<file path="src/rtl/blkxfer_pkg.sv">
package blkxfer_pkg;

  typedef enum logic [2:0] {
    OP_ADDI  = 3'd0,
    OP_SUBI  = 3'd1,
    OP_LD    = 3'd2,
    OP_ST    = 3'd3,
    OP_MOV   = 3'd4,
    OP_RETLD = 3'd5,
    OP_RETMV = 3'd6
  } uop_op_e;

  typedef enum logic [2:0] {
    PH_IDLE,
    PH_COPY,
    PH_XFER,
    PH_UPD,
    PH_MOVE
  } phase_e;

endpackage

</file>
<file path="src/rtl/blkxfer_popcnt.sv">
module blkxfer_popcnt #(
  parameter int W = 16,
  localparam int CW = $clog2(W + 1)
) (
  input  logic [W-1:0]  vec,
  output logic [CW-1:0] cnt
);
  always_comb begin
    cnt = '0;
    for (int i = 0; i < W; i++) cnt = cnt + CW'(vec[i]);
  end
endmodule

</file>
<file path="src/rtl/blkxfer_lowbit.sv">
module blkxfer_lowbit #(
  parameter int W = 16,
  localparam int IW = $clog2(W)
) (
  input  logic [W-1:0]  vec,
  output logic [IW-1:0] idx,
  output logic          single
);
  always_comb begin
    idx = '0;
    for (int i = W - 1; i >= 0; i--) begin
      if (vec[i]) idx = IW'(i);
    end
  end

  assign single = ((vec & (vec - W'(1))) == '0);
endmodule

</file>
<file path="src/rtl/blkxfer_uop_seq.sv">
module blkxfer_uop_seq
  import blkxfer_pkg::*;
#(
  parameter int NREG   = 16,
  parameter int SP_IDX = 13,
  localparam int RW  = $clog2(NREG),
  localparam int IDW = RW + 2,
  localparam int CW  = $clog2(NREG + 1),
  localparam int IMW = CW + 2
) (
  input  logic            clk,
  input  logic            rst_n,
  input  logic            in_valid,
  output logic            in_ready,
  input  logic [NREG-1:0] in_list,
  input  logic [RW-1:0]   in_base,
  input  logic            in_load,
  input  logic            in_up,
  input  logic            in_wb,
  input  logic            in_user,
  output logic            uop_valid,
  input  logic            uop_ready,
  output logic [2:0]      uop_opc,
  output logic [IDW-1:0]  uop_dst,
  output logic [IDW-1:0]  uop_src,
  output logic [IMW-1:0]  uop_imm,
  output logic            uop_neg,
  output logic            uop_nonspec,
  output logic            uop_ctrl,
  output logic            uop_ret,
  output logic            uop_last
);
  localparam logic [RW-1:0]  PC_IDX = RW'(NREG - 1);
  localparam logic [RW-1:0]  SP_REG = RW'(SP_IDX);
  localparam logic [IDW-1:0] S0_ID  = IDW'(2 * NREG);
  localparam logic [IDW-1:0] S1_ID  = IDW'(2 * NREG + 1);
  localparam logic [IDW-1:0] PC_ID  = IDW'(NREG - 1);
  localparam logic [IDW-1:0] BANK   = IDW'(NREG);

  phase_e          phase;
  logic [NREG-1:0] r_pend;
  logic [RW-1:0]   r_base;
  logic            r_load, r_up, r_wb, r_fu, r_er;
  logic [CW-1:0]   r_cnt, r_k;
  logic [RW-1:0]   r_lastr;

  logic [CW-1:0]   in_cnt;
  logic [RW-1:0]   cur_idx;
  logic            cur_final;
  logic [IDW-1:0]  cur_id, last_id, base_id;
  logic            hs;
  uop_op_e         op;

  blkxfer_popcnt #(.W(NREG)) u_cnt (
    .vec (in_list),
    .cnt (in_cnt)
  );

  blkxfer_lowbit #(.W(NREG)) u_low (
    .vec    (r_pend),
    .idx    (cur_idx),
    .single (cur_final)
  );

  assign base_id  = IDW'(r_base);
  assign cur_id   = IDW'(cur_idx) + (r_fu ? BANK : '0);
  assign last_id  = IDW'(r_lastr) + (r_fu ? BANK : '0);
  assign in_ready = (phase == PH_IDLE);
  assign hs       = uop_valid && uop_ready;
  assign uop_opc  = op;

  always_comb begin
    uop_valid   = (phase != PH_IDLE);
    op          = OP_ADDI;
    uop_dst     = '0;
    uop_src     = '0;
    uop_imm     = '0;
    uop_neg     = 1'b0;
    uop_nonspec = 1'b0;
    uop_ctrl    = 1'b0;
    uop_ret     = 1'b0;
    uop_last    = 1'b0;
    case (phase)
      PH_COPY: begin
        uop_dst  = S0_ID;
        uop_src  = base_id;
        uop_last = (r_cnt == '0);
      end
      PH_XFER: begin
        uop_src  = S0_ID;
        uop_imm  = r_up ? {r_k, 2'b00} : {r_cnt - r_k, 2'b00};
        uop_neg  = !r_up;
        uop_last = cur_final && !r_wb;
        if (!r_load) begin
          op      = OP_ST;
          uop_dst = cur_id;
        end else if (r_wb && cur_final) begin
          op      = OP_LD;
          uop_dst = S1_ID;
        end else if (r_er && cur_idx == PC_IDX) begin
          op          = OP_RETLD;
          uop_dst     = PC_ID;
          uop_nonspec = 1'b1;
        end else begin
          op      = OP_LD;
          uop_dst = cur_id;
        end
      end
      PH_UPD: begin
        op       = r_up ? OP_ADDI : OP_SUBI;
        uop_dst  = base_id;
        uop_src  = base_id;
        uop_imm  = {r_cnt, 2'b00};
        uop_last = !r_load;
      end
      PH_MOVE: begin
        uop_src  = S1_ID;
        uop_last = 1'b1;
        if (r_er && r_lastr == PC_IDX) begin
          op          = OP_RETMV;
          uop_dst     = PC_ID;
          uop_nonspec = 1'b1;
        end else begin
          op       = OP_MOV;
          uop_dst  = last_id;
          uop_ctrl = (r_lastr == PC_IDX);
          uop_ret  = (r_lastr == PC_IDX) && (r_base == SP_REG);
        end
      end
      default: ;
    endcase
  end

  always_ff @(posedge clk) begin
    if (!rst_n) begin
      phase   <= PH_IDLE;
      r_pend  <= '0;
      r_base  <= '0;
      r_load  <= 1'b0;
      r_up    <= 1'b0;
      r_wb    <= 1'b0;
      r_fu    <= 1'b0;
      r_er    <= 1'b0;
      r_cnt   <= '0;
      r_k     <= '0;
      r_lastr <= '0;
    end else begin
      case (phase)
        PH_IDLE: if (in_valid) begin
          r_pend <= in_list;
          r_base <= in_base;
          r_load <= in_load;
          r_up   <= in_up;
          r_wb   <= in_wb;
          r_fu   <= in_user && !in_list[NREG-1];
          r_er   <= in_user && in_list[NREG-1];
          r_cnt  <= in_cnt;
          r_k    <= '0;
          phase  <= PH_COPY;
        end
        PH_COPY: if (hs) phase <= (r_cnt == '0) ? PH_IDLE : PH_XFER;
        PH_XFER: if (hs) begin
          r_pend <= r_pend & (r_pend - NREG'(1));
          r_k    <= r_k + CW'(1);
          if (cur_final) begin
            r_lastr <= cur_idx;
            phase   <= r_wb ? PH_UPD : PH_IDLE;
          end
        end
        PH_UPD:  if (hs) phase <= r_load ? PH_MOVE : PH_IDLE;
        PH_MOVE: if (hs) phase <= PH_IDLE;
        default: phase <= PH_IDLE;
      endcase
    end
  end
endmodule

</file>
<file path="config.mk">
export PLATFORM = sky130hd
export DESIGN_NAME = blkxfer_uop_seq
export DESIGN_NICKNAME = d
export VERILOG_FILES = /design/src/rtl/blkxfer_pkg.sv /design/src/rtl/blkxfer_popcnt.sv /design/src/rtl/blkxfer_lowbit.sv /design/src/rtl/blkxfer_uop_seq.sv
export SDC_FILE = /design/constraint.sdc
export NUM_CORES = 1
export LEC_CHECK = 0
export ABC_AREA = 1
export BUFFER_PORTS_ARGS = -buffer_cell sky130_fd_sc_hd__buf_2
export CAP_MARGIN = 20
export CORE_ASPECT_RATIO = 2
export CORE_UTILIZATION = 50
export DETAILED_ROUTE_END_ITERATION = 16
export PLACE_DENSITY = 0.76
export SYNTH_ARGS = -nofsm -noshare
export SYNTH_HDL_FRONTEND = slang
export SYNTH_HIERARCHICAL = 1
export SYNTH_SLANG_ARGS = --single-unit
</file>
<file path="constraint.sdc">
create_clock -name clk -period 7.21 [get_ports clk]
set_input_delay 0.3605 -clock clk [delete_from_list [all_inputs] [get_ports clk]]
set_output_delay 0.3605 -clock clk [all_outputs]
set_load 0.02 [all_outputs]
</file>
==> impl_metrics.py <==
metrics = {
    "placement": {
        "pre_cts_ws_ns": 3.61,
        "post-place-cells": 634,
        "portBuffers": 53,
        "dp_hpwl_mm": 7.19,
        "gp_routability_congestion": 0.971,
    },
    "global_route": {
        "grt_pass1_wl_mm": 15.3,
        "antenna_found_initial": 0,
        "first_global_vias": 3456,
        "overflow": 0,
        "track_usage": 0.285,
        "grt_max_degree": 34,
    },
    "power_and_ir_drop": {
        "switching_share": 0.495,
        "power_density_mw_per_mm2": 380,
        "p_int_w": 0.000727,
        "power_frac_comb": 0.567,
        "power.switching_w": 0.000713,
        "p_leak_nw": 1.82,
        "seqPwrFrac": 0.256,
        "vdd_drop_max_mv": 0.144,
        "power_frac_clock": 0.177,
        "power_w": 0.00144,
    },
    "synthesis": {
        "ys.flop_type": "dfxtp_1",
        "ys_types": 41,
        "async_flop_share": 0,
        "postSynthCellCount": 508,
        "synth_edf_count": 0,
        "avgSynthCellArea_sq_um": 6.61,
        "ys_ff_latch": 42,
        "ys_seq_area_frac": 0.250,
        "ys_warn_count": 6,
        "syn_area_sq_mm": 0.00336,
    },
    "routing": {
        "vias": 3504,
        "dr.pass1.iters": 5,
        "drt_iter0_markers": 173,
        "wl_per_cell_um": 14.5,
        "wirelength_mm": 9.30,
        "drc": 0,
        "ant_nets": 0,
        "vias_per_cell": 5.46,
    },
    "floorplanning": {
        "pin_count": 57,
        "row_count": 41,
        "design.die.area_sq_mm": 0.00707,
        "dieWidth_um": 60.0,
        "initial_core_util": 0.524,
        "core_area_sq_mm": 0.00641,
        "die_height_um": 118,
    },
    "setup_path": {
        "cp_max_fo": 3,
        "path_class": "in -> reg",
        "worst_path_dominant_cell_family": "adder cells",
        "cp_cell_sequence": "buf_2 > inv_1 > fa_1 > fa_1 > fa_1 > fa_1 > inv_1 > ha_1 > inv_1 > fa_1 > xnor2_1 > o21ai_1 > a21oi_1",
        "slowest_stage": "fa_1",
        "worstPathArrival_ns": 3.53,
        "cp.required_ns": 7.43,
        "r2r_end": "phase[2]",
        "worstReg2RegStart": "r_pend[5]",
        "crit_path_start_kind": "input port",
        "critPathMaxStageDelay_ns": 0.56,
        "critical_path.most_common_cell": "fa_1",
        "worstSetupEndpointType": "register",
        "path_buf_inv": 4,
        "r2r_setup_slack_ns": 5.10,
        "r2r_cells": 14,
    },
    "clock_network": {
        "clk-insertion-delay-late_ns": 0.29,
        "post_cts_buffers": 0,
        "cts.path.max_buffers": 2,
        "numCtsBuffers": 5,
        "htreeDepth": 2,
        "cts.clk_slew.worst_paths_ns": 0.06,
        "ctsResizeCount": 0,
        "root_buffer": "clkbuf_16",
        "cts_hold_buffers": 0,
        "cts_tree": "built",
        "cts.sinks": 42,
    },
    "flow_run": {
        "max_cap_violations": 0,
    },
    "hold_path": {
        "hold_class": "in -> reg",
        "min_to": "r_base[2]",
        "hold-path-cell-count": 3,
        "worstHoldStart": "in_base[2]",
    },
    "sta": {
        "slew-limit-headroom": 0.629,
        "hold_viol_final": 0,
        "min_period_ns": 3.31,
        "setup_viol": 0,
        "fmax_mhz": 302,
        "max_slew.worst_pin.slew_ns": 0.556,
        "finalCritPeriodShare": 0.459,
        "layout_setup_ws_ns": 3.90,
        "fin_skew_ns": 0.00862,
        "rsz0062_at_grt": "no",
        "slew_viol_final": 0,
        "setup_tns_ns": 0,
        "hold_slack_ns": 0.343,
    },
    "final_layout": {
        "multiInputGateArea_sq_mm": 0.00207,
        "fillerInstances": 654,
        "drive_above_1_share": 0.174,
        "layout.nets": 604,
        "final-seq-area_sq_um": 841,
        "n_antenna_cell": 0,
        "area_growth_pct": 12.9,
        "mostFrequentLayoutCell": "nand2_1",
        "most-common-layout-cells": "104 x nand2_1, 85 x inv_1, 55 x o21ai_0",
        "fin_cells": 642,
    },
    "status": {
        "status": "finished, final reports clean",
    },
}
[worst max-delay path by stage]
stage / cells past startpoint / slack, ns / end / start
floorplan: 12 / 3.83 / r_cnt[1] / in_list[0]
global placement: 13 / 3.67 / r_cnt[2] / in_list[0]
detailed placement: 13 / 3.61 / r_cnt[2] / in_list[0]
CTS: 13 / 3.91 / r_cnt[2] / in_list[0]
global route: 13 / 3.68 / r_cnt[2] / in_list[0]
finish: 13 / 3.90 / r_cnt[2] / in_list[0]
[metal layers]
layer / track usage / vias to the layer above / wire length, um
met1: 0.280 / 1614 / 3330
met4: 0.176 / 0 / 468
li1: - / 1720 / -
met3: 0.0363 / 40 / 347
met2: 0.524 / 130 / 5150
met5: 0 / - / 0
[worst register-to-register path, delay by kind of cell (launching register included)]
| kind | cells | cell delay, ns |
|---|---|---|
| AOI/OAI and AO/OA | 1 | 0.11 |
| DFF | 1 | 0.41 |
| and+or+nand+nor | 13 | 1.54 |
[power by group through the flow]
stage	registers, W	logic, W	clock network (W)
3_3_place_gp	0.000370	0.000783	0
6_report	0.000369	0.000817	0.000254
3_5_place_dp	0.000372	0.000806	0
2_1_floorplan	0.000351	0.000651	0
5_1_grt	0.000378	0.000927	0.000266
4_1_cts	0.000367	0.000811	0.000257
[cell usage after synthesis (5+ instances only)]
| library cell | n | area, sq um |
|---|---|---|
| nor2_4 | 6 | 67.6 |
| nand4_1 | 6 | 37.5 |
| or2_2 | 6 | 37.5 |
| o21ai_0 | 55 | 275 |
| dfxtp_1 | 42 | 841 |
| inv_1 | 85 | 319 |
| inv_2 | 5 | 18.8 |
| buf_4 | 5 | 37.5 |
| nor2_1 | 44 | 165 |
| o22ai_1 | 7 | 43.8 |
| fa_1 | 11 | 220 |
| ha_1 | 10 | 125 |
| nand3_1 | 16 | 80.1 |
| nand2_4 | 5 | 56.3 |
| nand2_1 | 104 | 390 |
| nand2_2 | 6 | 37.5 |
| a21oi_1 | 48 | 240 |
[cells by family after synthesis]
group,share of synthesized area
other cells,0.00112
fa+ha+maj,0.103
buf+inv,0.136
flops,0.250
compound gates,0.208
xor+xnor,0.0104
simple gates,0.291
[through the flow]
step                 util  area [sq um]
floorplan               -          3370
global placement    0.566          3630
detailed placement  0.566          3630
CTS                 0.591          3790
global route        0.591          3790
finish              0.591          3790
[cell type report]
type | count | share of cell area
sequential | 42 | 0.222
clock inverter | 1 | 0.00792
tap | 86 | 0.0284
clock buffer | 7 | 0.0350
multi-input combinational | 361 | 0.545
timing repair buffer | 53 | 0.0700
inverter | 92 | 0.0917
[state kept, by name (all words and copies together) (netlist names)]
register and cells:
r_base 4, r_pend 16, r_lastr 4, r_fu 1, phase 3, r_k 5
r_er 1, r_cnt 5, r_load 1, r_up 1, r_wb 1
Power figures use the tool's default switching activity.
